$ cat config.mk
export PLATFORM = sky130hd
export DESIGN_NAME = tlb_assoc
export DESIGN_NICKNAME = d
export VERILOG_FILES = /design/src/rtl/tlb_pkg.sv /design/src/rtl/tlb_match_cell.sv /design/src/rtl/tlb_first_set.sv /design/src/rtl/tlb_store.sv /design/src/rtl/tlb_assoc.sv
export SDC_FILE = /design/constraint.sdc
export NUM_CORES = 2
export LEC_CHECK = 0
export BUFFER_PORTS_ARGS = -buffer_cell sky130_fd_sc_hd__buf_2
export CAP_MARGIN = 25
export CORE_MARGIN = 1
export CORE_UTILIZATION = 50
export CTS_BUF_LIST = sky130_fd_sc_hd__clkbuf_16
export DETAILED_ROUTE_END_ITERATION = 6
export GPL_ROUTABILITY_DRIVEN = 0
export PLACE_DENSITY_LB_ADDON = 0.25
export SETUP_SLACK_MARGIN = 0.1
export SYNTH_ARGS = -nofsm -noshare
export SYNTH_HDL_FRONTEND = slang
export SYNTH_SLANG_ARGS = --single-unit
$ cat constraint.sdc
create_clock -name clk -period 2.5 [get_ports clk]
set_input_delay 0 -clock clk [delete_from_list [all_inputs] [get_ports clk]]
set_output_delay 0 -clock clk [all_outputs]
set_load 0.02 [all_outputs]
$ cat src/rtl/tlb_pkg.sv
package tlb_pkg;
  localparam int ASID_W = 8;
  localparam int CC_W   = 3;
  localparam int VA_W   = 32;
  localparam logic [VA_W-1:0] UNCACHED_PAT = 32'hA000_0000;

  // address falls in the uncached, strictly ordered window
  function automatic logic va_uncached(input logic [VA_W-1:0] va);
    return (va & UNCACHED_PAT) == UNCACHED_PAT;
  endfunction
endpackage

$ cat src/rtl/tlb_match_cell.sv
module tlb_match_cell #(
  parameter int VPN_W = 19
) (
  input  logic                       e_valid,
  input  logic [VPN_W-1:0]           e_vpn,
  input  logic [VPN_W-1:0]           e_mask,
  input  logic [tlb_pkg::ASID_W-1:0] e_asid,
  input  logic                       e_g,
  input  logic [VPN_W-1:0]           q_vpn,
  input  logic [tlb_pkg::ASID_W-1:0] q_asid,
  output logic                       hit
);
  function automatic logic vpn_agree(input logic [VPN_W-1:0] a, input logic [VPN_W-1:0] b,
                                     input logic [VPN_W-1:0] m);
    return ((a ^ b) & ~m) == '0;
  endfunction

  logic page_ok;
  logic tag_ok;

  assign page_ok = vpn_agree(e_vpn, q_vpn, e_mask);
  assign tag_ok  = e_g || (e_asid == q_asid);
  assign hit     = e_valid && page_ok && tag_ok;

  always_comb begin
    if (hit) begin
      AST_HIT_TAG: assert (e_g || e_asid == q_asid);
    end
  end
endmodule

$ cat src/rtl/tlb_first_set.sv
module tlb_first_set #(
  parameter int N     = 8,
  parameter int IDX_W = 4
) (
  input  logic [N-1:0]     req,
  output logic             found,
  output logic [IDX_W-1:0] idx
);
  always_comb begin
    found = 1'b0;
    idx   = '1;
    for (int i = N - 1; i >= 0; i--) begin
      if (req[i]) begin
        found = 1'b1;
        idx   = IDX_W'(i);
      end
    end
  end

  logic [N-1:0] below_mask;
  assign below_mask = (N'(1) << idx) - N'(1);

  always_comb begin
    if (found) begin
      AST_FIRST_LOWEST: assert (((req >> idx) & N'(1)) == N'(1) && (req & below_mask) == '0);
    end else begin
      AST_NONE_SET: assert (req == '0 && idx == '1);
    end
  end
endmodule

$ cat src/rtl/tlb_store.sv
module tlb_store #(
  parameter int ENTRIES = 8,
  parameter int VPN_W   = 19,
  parameter int PFN_W   = 20,
  parameter int IDX_W   = 4,
  parameter int PTR_W   = 3
) (
  input  logic                       clk,
  input  logic                       rst_n,
  input  logic                       flush,
  input  logic                       wr_en,
  input  logic [IDX_W-1:0]           wr_idx,
  input  logic [VPN_W-1:0]           wr_vpn,
  input  logic [VPN_W-1:0]           wr_mask,
  input  logic [tlb_pkg::ASID_W-1:0] wr_asid,
  input  logic                       wr_g,
  input  logic [PFN_W-1:0]           wr_pfn0,
  input  logic [tlb_pkg::CC_W-1:0]   wr_c0,
  input  logic                       wr_d0,
  input  logic                       wr_v0,
  input  logic [PFN_W-1:0]           wr_pfn1,
  input  logic [tlb_pkg::CC_W-1:0]   wr_c1,
  input  logic                       wr_d1,
  input  logic                       wr_v1,
  input  logic                       ptr_step,
  output logic [ENTRIES-1:0][VPN_W-1:0]           t_vpn,
  output logic [ENTRIES-1:0][VPN_W-1:0]           t_mask,
  output logic [ENTRIES-1:0][tlb_pkg::ASID_W-1:0] t_asid,
  output logic [ENTRIES-1:0]                      t_g,
  output logic [ENTRIES-1:0][PFN_W-1:0]           t_pfn0,
  output logic [ENTRIES-1:0][tlb_pkg::CC_W-1:0]   t_c0,
  output logic [ENTRIES-1:0]                      t_d0,
  output logic [ENTRIES-1:0]                      t_v0,
  output logic [ENTRIES-1:0][PFN_W-1:0]           t_pfn1,
  output logic [ENTRIES-1:0][tlb_pkg::CC_W-1:0]   t_c1,
  output logic [ENTRIES-1:0]                      t_d1,
  output logic [ENTRIES-1:0]                      t_v1,
  output logic [PTR_W-1:0]                        ptr
);
  localparam logic [PTR_W-1:0] PTR_LAST = PTR_W'(ENTRIES - 1);

  logic wr_in_range;
  logic wr_accept;
  logic clear_all;

  assign wr_in_range = wr_idx < IDX_W'(ENTRIES);
  assign clear_all   = flush;
  assign wr_accept   = wr_en && wr_in_range && !clear_all;

  for (genvar i = 0; i < ENTRIES; i++) begin : g_slot
    logic slot_sel;
    assign slot_sel = wr_accept && (wr_idx == IDX_W'(i));

    always_ff @(posedge clk) begin
      if (!rst_n || clear_all) begin
        t_vpn[i]  <= '0;
        t_mask[i] <= '0;
        t_asid[i] <= '0;
        t_g[i]    <= 1'b0;
        t_pfn0[i] <= '0;
        t_c0[i]   <= '0;
        t_d0[i]   <= 1'b0;
        t_v0[i]   <= 1'b0;
        t_pfn1[i] <= '0;
        t_c1[i]   <= '0;
        t_d1[i]   <= 1'b0;
        t_v1[i]   <= 1'b0;
      end else if (slot_sel) begin
        t_vpn[i]  <= wr_vpn;
        t_mask[i] <= wr_mask;
        t_asid[i] <= wr_asid;
        t_g[i]    <= wr_g;
        t_pfn0[i] <= wr_pfn0;
        t_c0[i]   <= wr_c0;
        t_d0[i]   <= wr_d0;
        t_v0[i]   <= wr_v0;
        t_pfn1[i] <= wr_pfn1;
        t_c1[i]   <= wr_c1;
        t_d1[i]   <= wr_d1;
        t_v1[i]   <= wr_v1;
      end
    end

    AST_SLOT_HOLD: assert property (@(posedge clk) disable iff (!rst_n)
      !flush && !(wr_en && wr_idx == IDX_W'(i)) |=>
      $stable({t_vpn[i], t_mask[i], t_asid[i], t_g[i], t_pfn0[i], t_v0[i], t_pfn1[i], t_v1[i]}));
    AST_SLOT_CLEARED: assert property (@(posedge clk) disable iff (!rst_n)
      flush |=> !t_v0[i] && !t_v1[i] && t_vpn[i] == '0);
    AST_SLOT_LOADED: assert property (@(posedge clk) disable iff (!rst_n)
      !flush && wr_en && wr_idx == IDX_W'(i) |=> t_vpn[i] == $past(wr_vpn) && t_asid[i] == $past(wr_asid));
  end

  always_ff @(posedge clk) begin
    if (!rst_n || clear_all) ptr <= '0;
    else if (ptr_step)       ptr <= (ptr == PTR_LAST) ? '0 : ptr + PTR_W'(1);
  end

  AST_PTR_FLUSHED: assert property (@(posedge clk) disable iff (!rst_n)
    flush |=> ptr == '0);
  AST_PTR_WRAP: assert property (@(posedge clk) disable iff (!rst_n)
    !flush && ptr_step && ptr == PTR_LAST |=> ptr == '0);
  AST_PTR_IDLE: assert property (@(posedge clk) disable iff (!rst_n)
    !flush && !ptr_step |=> $stable(ptr));
  AST_PTR_RANGE: assert property (@(posedge clk) disable iff (!rst_n)
    ptr <= PTR_LAST);
endmodule

$ cat src/rtl/tlb_assoc.sv
module tlb_assoc #(
  parameter int ENTRIES = 8,
  parameter int VPN_W   = 19,
  parameter int PFN_W   = 20,
  localparam int PTR_W  = $clog2(ENTRIES),
  localparam int IDX_W  = PTR_W + 1,
  localparam int HALF_W = PFN_W + 6,
  localparam int VW_W   = VPN_W + 11
) (
  input  logic                       clk,
  input  logic                       rst_n,
  input  logic [VPN_W-1:0]           lk_vpn,
  input  logic [tlb_pkg::ASID_W-1:0] lk_asid,
  input  logic                       nxt_rd,
  input  logic                       nxt_adv,
  input  logic                       wr_en,
  input  logic [IDX_W-1:0]           wr_idx,
  input  logic [VPN_W-1:0]           wr_vpn,
  input  logic [VPN_W-1:0]           wr_mask,
  input  logic [tlb_pkg::ASID_W-1:0] wr_asid,
  input  logic                       wr_g,
  input  logic [PFN_W-1:0]           wr_pfn0,
  input  logic [tlb_pkg::CC_W-1:0]   wr_c0,
  input  logic                       wr_d0,
  input  logic                       wr_v0,
  input  logic [PFN_W-1:0]           wr_pfn1,
  input  logic [tlb_pkg::CC_W-1:0]   wr_c1,
  input  logic                       wr_d1,
  input  logic                       wr_v1,
  input  logic                       flush,
  input  logic [tlb_pkg::VA_W-1:0]   chk_vaddr,
  output logic                       res_hit,
  output logic [IDX_W-1:0]           res_idx,
  output logic [VW_W-1:0]            res_vpn_word,
  output logic [HALF_W-1:0]          res_lo_word,
  output logic [HALF_W-1:0]          res_hi_word,
  output logic [VPN_W-1:0]           res_mask,
  output logic [PTR_W-1:0]           nxt_ptr,
  output logic                       chk_uncached
);
  import tlb_pkg::*;

  function automatic logic [HALF_W-1:0] pack_half(input logic [PFN_W-1:0] pfn, input logic [CC_W-1:0] c,
                                                  input logic d, input logic v, input logic g);
    return {pfn, c, d, v, g};
  endfunction

  function automatic logic [VW_W-1:0] pack_vpn(input logic [VPN_W-1:0] vpn, input logic [ASID_W-1:0] asid);
    return {vpn, 3'b000, asid};
  endfunction

  logic [ENTRIES-1:0][VPN_W-1:0]  t_vpn, t_mask;
  logic [ENTRIES-1:0][ASID_W-1:0] t_asid;
  logic [ENTRIES-1:0]             t_g, t_d0, t_v0, t_d1, t_v1;
  logic [ENTRIES-1:0][PFN_W-1:0]  t_pfn0, t_pfn1;
  logic [ENTRIES-1:0][CC_W-1:0]   t_c0, t_c1;
  logic [ENTRIES-1:0]             match_vec;
  logic                           any_match;
  logic [IDX_W-1:0]               first_idx;
  logic                           ptr_step;

  assign ptr_step = nxt_rd && nxt_adv;

  tlb_store #(
    .ENTRIES(ENTRIES), .VPN_W(VPN_W), .PFN_W(PFN_W), .IDX_W(IDX_W), .PTR_W(PTR_W)
  ) u_store (
    .clk(clk), .rst_n(rst_n), .flush(flush),
    .wr_en(wr_en), .wr_idx(wr_idx), .wr_vpn(wr_vpn), .wr_mask(wr_mask), .wr_asid(wr_asid), .wr_g(wr_g),
    .wr_pfn0(wr_pfn0), .wr_c0(wr_c0), .wr_d0(wr_d0), .wr_v0(wr_v0),
    .wr_pfn1(wr_pfn1), .wr_c1(wr_c1), .wr_d1(wr_d1), .wr_v1(wr_v1),
    .ptr_step(ptr_step),
    .t_vpn(t_vpn), .t_mask(t_mask), .t_asid(t_asid), .t_g(t_g),
    .t_pfn0(t_pfn0), .t_c0(t_c0), .t_d0(t_d0), .t_v0(t_v0),
    .t_pfn1(t_pfn1), .t_c1(t_c1), .t_d1(t_d1), .t_v1(t_v1),
    .ptr(nxt_ptr)
  );

  for (genvar i = 0; i < ENTRIES; i++) begin : g_cmp
    tlb_match_cell #(.VPN_W(VPN_W)) u_cell (
      .e_valid(t_v0[i] || t_v1[i]),
      .e_vpn(t_vpn[i]), .e_mask(t_mask[i]), .e_asid(t_asid[i]), .e_g(t_g[i]),
      .q_vpn(lk_vpn), .q_asid(lk_asid),
      .hit(match_vec[i])
    );
  end

  tlb_first_set #(.N(ENTRIES), .IDX_W(IDX_W)) u_pick (
    .req(match_vec), .found(any_match), .idx(first_idx)
  );

  // slot chosen for readback and the result it produces
  logic [PTR_W-1:0]  sel_slot;
  logic              sel_show;
  logic              nx_hit;
  logic [IDX_W-1:0]  nx_idx;

  always_comb begin
    if (nxt_rd) begin
      sel_slot = nxt_ptr;
      sel_show = 1'b1;
      nx_hit   = t_v0[nxt_ptr] || t_v1[nxt_ptr];
      nx_idx   = IDX_W'(nxt_ptr);
    end else begin
      sel_slot = PTR_W'(first_idx);
      sel_show = any_match;
      nx_hit   = any_match;
      nx_idx   = first_idx;
    end
  end

  logic res_from_ptr;

  always_ff @(posedge clk) begin
    if (!rst_n) begin
      res_hit      <= 1'b0;
      res_idx      <= '1;
      res_vpn_word <= '0;
      res_lo_word  <= '0;
      res_hi_word  <= '0;
      res_mask     <= '0;
      res_from_ptr <= 1'b0;
    end else begin
      res_hit      <= nx_hit;
      res_idx      <= nx_idx;
      res_from_ptr <= nxt_rd;
      if (sel_show) begin
        res_vpn_word <= pack_vpn(t_vpn[sel_slot], t_asid[sel_slot]);
        res_lo_word  <= pack_half(t_pfn0[sel_slot], t_c0[sel_slot], t_d0[sel_slot], t_v0[sel_slot], t_g[sel_slot]);
        res_hi_word  <= pack_half(t_pfn1[sel_slot], t_c1[sel_slot], t_d1[sel_slot], t_v1[sel_slot], t_g[sel_slot]);
        res_mask     <= t_mask[sel_slot];
      end else begin
        res_vpn_word <= '0;
        res_lo_word  <= '0;
        res_hi_word  <= '0;
        res_mask     <= '0;
      end
    end
  end

  assign chk_uncached = va_uncached(chk_vaddr);

  always_comb begin
    AST_UNCACHED_WINDOW: assert (chk_uncached == (chk_vaddr[31] && chk_vaddr[29]));
  end

  AST_MISS_ALL_ONES: assert property (@(posedge clk) disable iff (!rst_n)
    !res_from_ptr && !res_hit |-> res_idx == '1 && res_lo_word == '0);
  AST_HIT_HAS_VALID: assert property (@(posedge clk) disable iff (!rst_n)
    !res_from_ptr && res_hit |-> (res_lo_word[1] || res_hi_word[1]) && res_idx < IDX_W'(ENTRIES));
  AST_ONE_CYCLE: assert property (@(posedge clk) disable iff (!rst_n)
    !nxt_rd && !any_match |=> !res_hit);
  AST_GLOBAL_BOTH: assert property (@(posedge clk) disable iff (!rst_n)
    res_hit |-> res_lo_word[0] == res_hi_word[0]);
endmodule

---- Yosys cells after proc, flatten, opt, wreduce, memory -nomap -nowiden ----
Cells that the tools add are included.
word-level totals
  output and inout bits ................... 110
  bits in registers ....................... 885
  input bits .............................. 166
operators by class
  eq/ne operators ......................... 17
  add/subtract/negate cells ............... 1
  reductions and logical operators ........ 57
  mux-type cells .......................... 49
  magnitude comparators ................... 3
  bitwise gates (word level) .............. 24
operator list
  cell                                                                           count
  19-bit AND                                                                     8
  19-bit logical NOT                                                             8
  19-bit inverter                                                                8
  19-bit bitwise XOR                                                             8
  20-bit binary-select mux with 3-bit select                                     2
  19-bit binary-select mux with 3-bit select                                     2
  8-bit equality test                                                            8
  20-bit 2-to-1 mux                                                              2
  19-bit 2-to-1 mux                                                              2
  4-bit 2-to-1 mux                                                               9
  1-bit logical AND                                                              27
  8-bit binary-select mux with 3-bit select                                      1
  1-bit binary-select mux with 3-bit select                                      7
  3-bit binary-select mux with 3-bit select                                      2
  1-bit logical OR                                                               18
  1-bit 2-to-1 mux                                                               17
  4-bit by 3-bit equality test with 1-bit output (second input constant)         4
  3-bit 2-to-1 mux                                                               4
  4-bit by 2-bit equality test with 1-bit output (second input constant)         2
  3-bit by 4-bit less-than comparator with 1-bit output (second input constant)  2
  8-bit 2-to-1 mux                                                               1
  4-bit by 1-bit equality test with 1-bit output (second input constant)         1
  4-bit logical NOT                                                              1
  4-bit less-than comparator (second input constant)                             1
  5 further kinds                                                                6

---- Depth between registers and ports, before layout ----
  depth after elaboration ................. 16
  depth in mapped cells ................... 15

---- Modules after synthesis ----
Synthesis repeated with hierarchy kept, for this count alone.
second synthesis, totals
  cell total of the unflattened synthesis .. 4237
  area total of the unflattened synthesis .. 39430.3 um^2
modules (own cells, without submodules)
  module          seq. area each (um^2)  times used  cells each  area each (um^2)
  tlb_store       15595.0                1           2638        27737.9
  tlb_assoc       2042.0                 1           1235        8829.7
  tlb_match_cell  0.0                    8           44          349.1
  tlb_first_set   0.0                    1           12          70.1

---- Worst setup path before layout ----
No wires, ideal clock.
  kind .................................... reg-to-reg
  start ................................... reg u_store.t_asid[43] (netlist name)
  end ..................................... reg res_lo_word[15]
  arrival ................................. 2420 ps
  buffers on the path ..................... 3
  data required time ...................... 2384 ps
  slack ................................... -37 ps
  stages on the path, launching flop included .. 14
  clock period less this slack ............ 2537 ps
  path through ............................ dfxtp_1 -> xor2_1 -> nor4_1 -> a21oi_1 -> nor4_2 -> a41oi_1 -> o21a_1 -> nor2_2 -> buf_6 -> buf_8 -> buf_12 -> mux2i_1 -> a22oi_1 -> and4_1
on the way
  word-level cells in the longest chain between the ends .. 12
ends and longest elaborated chain
  what                                        RTL line              RTL
  start, declared                             tlb_store.sv:28       output logic [ENTRIES-1:0][tlb_pkg::ASID_W-1:0] t_asid,
  start signal, assigned by index             tlb_store.sv:71       t_asid[i] <= wr_asid;
  8-bit equality test (*)                     tlb_match_cell.sv:22  assign tag_ok = e_g || (e_asid == q_asid);
  1-bit logical OR (*)                        tlb_match_cell.sv:22
  1-bit logical AND (*)                       tlb_match_cell.sv:23  assign hit = e_valid && page_ok && tag_ok;
  4-bit 2-to-1 mux (6 in a row)               tlb_first_set.sv:13   if (req[i]) begin
  3-bit 2-to-1 mux                            tlb_assoc.sv:98       if (nxt_rd) begin
  20-bit binary-select mux with 3-bit select  tlb_assoc.sv:128      res_lo_word <= pack_half(t_pfn0[sel_slot], t_c0[sel_slot], t_d0[sel_slot], t_v0[sel_slot], t_g[sel_slot]);
  20-bit 2-to-1 mux (not written as such)     tlb_assoc.sv:128
  end signal, assigned                        tlb_assoc.sv:128
  end, declared                               tlb_assoc.sv:35       output logic [HALF_W-1:0] res_lo_word,
Mark *: on every way between the ends. The rest lies on a longest branch, timed or not. The select of a mux whose other input is x is not followed.
A chain may end at the register's enable or synchronous reset.

---- Final worst setup path ----
  start ................................... reg u_store.t_vpn[121] (netlist name)
  end ..................................... reg res_lo_word[24]
on the way
  word-level cells in the longest chain between the ends .. 15
ends and longest elaborated chain
  what                                        RTL line              RTL
  start, declared                             tlb_store.sv:26       output logic [ENTRIES-1:0][VPN_W-1:0] t_vpn,
  start signal, assigned by index             tlb_store.sv:69       t_vpn[i] <= wr_vpn;
  19-bit bitwise XOR (*)                      tlb_match_cell.sv:15  return ((a ^ b) & ~m) == '0;
  19-bit AND (*)                              tlb_match_cell.sv:15
  19-bit logical NOT (*)                      tlb_match_cell.sv:15
  1-bit logical AND (*) (2 in a row)          tlb_match_cell.sv:23
  4-bit 2-to-1 mux (7 in a row)               tlb_first_set.sv:13
  3-bit 2-to-1 mux                            tlb_assoc.sv:98
  20-bit binary-select mux with 3-bit select  tlb_assoc.sv:128
  20-bit 2-to-1 mux (not written as such)     tlb_assoc.sv:128
Marked as above.

==> reports/qor_table.md <==
| Step | Metric | Value |
|---|---|---|
| outcome | Outcome | finished, violations left |
| outcome | Violations in the final reports | DRC, setup timing |
| sta | Worst Skew | 27.74 ps |
| clock network | Library cell used as clock root buffer | sky130_fd_sc_hd__clkbuf_16 |
| die | Horiz. Die Dim | 279.4 um |
| placement | Detail Placement HPWL | 95,190 um |
| synth | Synthesized cell area | 0.03847 mm2 |
| sta | Highest clock frequency the design can meet | 0.3195 GHz |
| finish | Area of combinational cells with multiple inputs | 0.02004 mm2 |
| clock network | Sink count of the clock tree | 881 |
| global routing | First-pass GRT wire length | 235,500 um |
| finish | Register area | 0.01767 mm2 |
| sta | Setup ws final | -629.8 ps |
| setup path | Required time at the endpoint of the critical path | 3060 ps |
| synth | Predominant post-synthesis flop cell | sky130_fd_sc_hd__dfxtp_1 |
| setup path | Startpoint type of the worst setup path | register |
| global routing | GRT Util Overall | 39.37% |
| placement | Post-DP Area | 0.04449 mm2 |
| synth | Share of synthesized registers carrying an async set or reset | 0% |
| sta | Final critical delay including setup and external delays | 3130 ps |
| detailed routing | 1st-iter DRT viols | 5,438 |
| die | Num rows | 101 |
| clock network | Source-to-sink clock delay at the later pin of the worst-skew pair | 680 ps |
| finish | Share of post-route cells with drive strength above 1 | 23.27% |
| sta | Worst rel slew slack | 43.60% |
| detailed routing | Detailed-router iteration count before antenna repair | 7 |
| synth | Leading post-synthesis cells by cell area | sky130_fd_sc_hd__dfxtp_1 (46%), sky130_fd_sc_hd__nand2_1 (19%), sky130_fd_sc_hd__a21oi_1 (10%), sky130_fd_sc_hd__xnor2_1 (4.4%), sky130_fd_sc_hd__clkbuf_1 (2.8%) |
| finish | Final instance area | 0.05181 mm2 |
| detailed routing | Mean routed wirelength per cell | 23.58 um |
| synth | Area share of the largest cell type after synthesis | 45.85% |
| clock network | H-tree depth | 3 |
| clock network | CTS tree | done |
| sta | Final cycle utilization of the critical path | 125.2% |
| detailed routing | Via/cell ratio | 5.963 |
| synth | Synthesized area per cell | 7.572 um2 |
| clock network | Buffers from clock root to sink, at most | 3 |
| finish | Area added between synthesis and finish | 34.68% |
| sta | Transition time at the pin with the least slew margin | 846.0 ps |
| die | Num ports | 276 |
| synth | Number of enable flip-flop cells after synthesis | 0 |
| pwr | Ratio of total power to cell area | 610.1 mW/mm2 |
| synth | Post-synthesis sequential area ratio | 45.85% |
| finish | Fill count | 6,070 |
| global routing | Met3 capacity usage during global routing | 9.333% |
| setup path | Worst Path Class, Setup | register to register |
| placement | Worst setup slack before clock tree synthesis | -1100 ps |
| placement | Port-buffer cells | 242 |
| setup path | Crit Path Max Fanout | 6 |
| global routing | Busiest metal layer after global routing | met2 |
| global routing | Met2 demand-to-capacity share in global routing | 60.96% |
| pwr | Sw frac | 25.90% |
| detailed routing | Total wirelength of the detailed-routed design | 161,400 um |
| die | DIE HEIGHT | 279.4 um |
| pwr | Logic pwr share | 10.7% |
| sta | Final Hold Violating Endpoints | 0 |
| pwr | P_int | 23.42 mW |
| synth | Yosys warnings | 0 |
| detailed routing | Antenna Nets Post-Route | 0 |
| finish | Nets | 5,896 |
| pwr | Clock network fraction of design power | 44.2% |
| flow run | Max-cap violation count | 0 |
| global routing | Antenna violations before repair | 12 |
| detailed routing | Number of vias after detailed routing | 40.81k |
| synth | Cell type with the largest total area after synthesis | sky130_fd_sc_hd__dfxtp_1 |
| global routing | Largest net degree at the start of global routing | 109 |
| synth | Post-synthesis sequential element count | 881 |
| sta | Final Max Slew Viols | 0 |
| sta | Count of endpoints failing setup in the final report | 102 |
| synth | Synth unique cells | 57 |
| detailed routing | DRC violations left | 40 |
| setup path | Kind of end point of the critical path | register |
| pwr | Net load switching power | 8.185 mW |
| global routing | Overflow left after global routing | 0 |
| die | Total Die Area | 0.07805 mm2 |
| synth | Instance count of the mapped netlist | 5,080 |
| global routing | Vias in the first global route | 38.64k |
| clock network | Clock transition at the registers of the reported paths | 70 ps |
| sta | Unrepaired setup endpoints after global routing | true |
| pwr | Sequential group share of total power | 45.0% |
| pwr | Peak VDD IR | 0.5168 mV |
| global routing | Routing usage on met1 | 48.54% |
| clock network | Number of buffers created by CTS | 95 |
| pwr | Leakage | 18.71 nW |
| die | Placeable core area | 0.07608 mm2 |
| die | Starting Density | 50.56% |
| setup path | Critical path data arrival time | 3690 ps |
| worst hold path | Class of the tightest hold or removal check | primary input to register |
==> cells in the mapped netlist (17+ instances only) <==
library cell and count:
sky130_fd_sc_hd__nand2_1 1959, sky130_fd_sc_hd__buf_2 66, sky130_fd_sc_hd__a21oi_1 783, sky130_fd_sc_hd__nand3_1 198, sky130_fd_sc_hd__and4_1 50, sky130_fd_sc_hd__nor2_1 24
sky130_fd_sc_hd__mux2i_1 98, sky130_fd_sc_hd__clkbuf_1 291, sky130_fd_sc_hd__a22oi_1 49, sky130_fd_sc_hd__o22ai_1 126, sky130_fd_sc_hd__dfxtp_1 881, sky130_fd_sc_hd__buf_4 112
sky130_fd_sc_hd__o221ai_1 97, sky130_fd_sc_hd__nor4_1 17, sky130_fd_sc_hd__buf_1 27, sky130_fd_sc_hd__xnor2_1 192, sky130_fd_sc_hd__xor2_1 24
==> registers in the layout (all words and copies together), names as in the netlist, 19 cells and up <==
name and cells:
res_hi_word 25, res_lo_word 26, res_mask 19, res_vpn_word 27, u_store.t_asid 64, u_store.t_c0 24
u_store.t_c1 24, u_store.t_mask 152, u_store.t_pfn0 160, u_store.t_pfn1 160, u_store.t_vpn 152
==> critical path, cell delays in order (launching register included) <==
cell and delay, ps:
sky130_fd_sc_hd__dfxtp_1 330, sky130_fd_sc_hd__xnor2_1 250, sky130_fd_sc_hd__o22ai_2 240, sky130_fd_sc_hd__nor4_4 340
sky130_fd_sc_hd__buf_4 170, sky130_fd_sc_hd__o2111ai_4 120, sky130_fd_sc_hd__a41oi_2 230, sky130_fd_sc_hd__o21a_4 190
sky130_fd_sc_hd__nor2_4 40, sky130_fd_sc_hd__buf_12 150, sky130_fd_sc_hd__buf_16 160, sky130_fd_sc_hd__nor2b_4 170
sky130_fd_sc_hd__buf_6 180, sky130_fd_sc_hd__buf_12 150, sky130_fd_sc_hd__nand3_1 60, sky130_fd_sc_hd__and4_1 210
==> metrics by stage <==
| stage | power [mW] | util, % | cells | hold slack (ps) | setup TNS (ps) |
|---|---|---|---|---|---|
| global placement | 17.08 | 58.48 | 6475 | 290.8 | -91080 |
| detailed placement | 17.09 | 58.48 | 6475 | 296.9 | -102030 |
| finish | 31.61 | 68.10 | 6844 | 42.27 | -54860 |
| global route | 32.27 | 68.08 | 6839 | 55.29 | -57950 |
| CTS | 31.25 | 66.32 | 6810 | 16.86 | -39120 |
| floorplan | 15.98 | - | 5082 | 61.94 | 0 |
==> final cells by class <==
cell class                 count  share of cell area [%]
clock inverter                78                   1.234
sequential                   881                   34.11
tap                         1030                   2.488
timing repair buffer        1056                   18.78
clock buffer                  96                   4.637
inverter                       2                 0.02415
antenna                        9                 0.04347
multi-input combinational   3692                   38.68
==> power by group through the flow <==
stage | Sequential, mW | Combinational (mW) | Clock, mW
final | 14.2 | 3.39 | 14.0
after global routing | 14.2 | 3.47 | 14.6
after CTS | 14.2 | 3.06 | 14.0
after detailed placement | 14.5 | 2.55 | 0
after global placement | 14.5 | 2.54 | 0
after floorplan | 14.6 | 1.38 | 0
==> cells in the final DEF (no fill, tap or decap), drive strengths merged, types with 2 or more instances in the layout <==
cell	n
nand2	1959
buf	933
dfxtp	881
a21oi	784
nand3	198
xnor2	192
o22ai	126
clkbuf	107
dlygate4sd3	106
mux2i	98
o221ai	97
and4	50
a22oi	49
clkinv	47
nor2	26
xor2	24
inv	21
nor4	18
nand4	10
diode	9
bufinv	9
and2	9
o21ai	8
bufbuf	6
nor3	5
nand2b	3
o2111ai	3
o311ai	3
conb	3
clkinvlp	3
nor2b	3
and3	2
or4	2
o41ai	2
ha	2
nor3b	2
o21a	2
==> cell families (layout without fill, tap and decap cells) <==
family	after synthesis	after routing	synth area share, %
AND/OR/NAND/NOR	2289	2290	24.08
AO/OA/AOI/OAI	1083	1083	15.98
flip-flops	881	881	45.85
buffers and inverters	510	1232	6.551
XOR/XNOR	216	216	4.918
multiplexers	98	98	2.550
adder cells (fa/ha/maj)	2	2	0.06504
other	1	12	0.009749
==> final timing paths <==
kind | from | to | slack [ps] | depth (start not counted)
min reg2reg | u_store.t_pfn0[139] | u_store.t_pfn0[139] | 450 | 2
max | u_store.t_vpn[121] | res_lo_word[24] | -630 | 15
min | wr_idx[0] | u_store.t_vpn[143] | 40 | 4
max reg2reg | u_store.t_vpn[121] | res_lo_word[24] | -630 | 15
==> routing by layer <==
| layer | wire length, um | vias up |
|---|---|---|
| met2 | 70510 | 2745 |
| met5 | 61 | - |
| li1 | - | 18200 |
| met3 | 19900 | 759 |
| met1 | 58640 | 19100 |
| met4 | 12300 | 10 |
==> repair_timing <==
item                       4_1_cts  5_1_grt
setup buffers                   33       13
hold buffers                   106        0
gates cloned                    22       14
pin swaps                       47       65
resized for setup              168      178
hold endpoints to repair       791        0
setup endpoints to repair      102      102
Power figures use the tool's default switching activity.
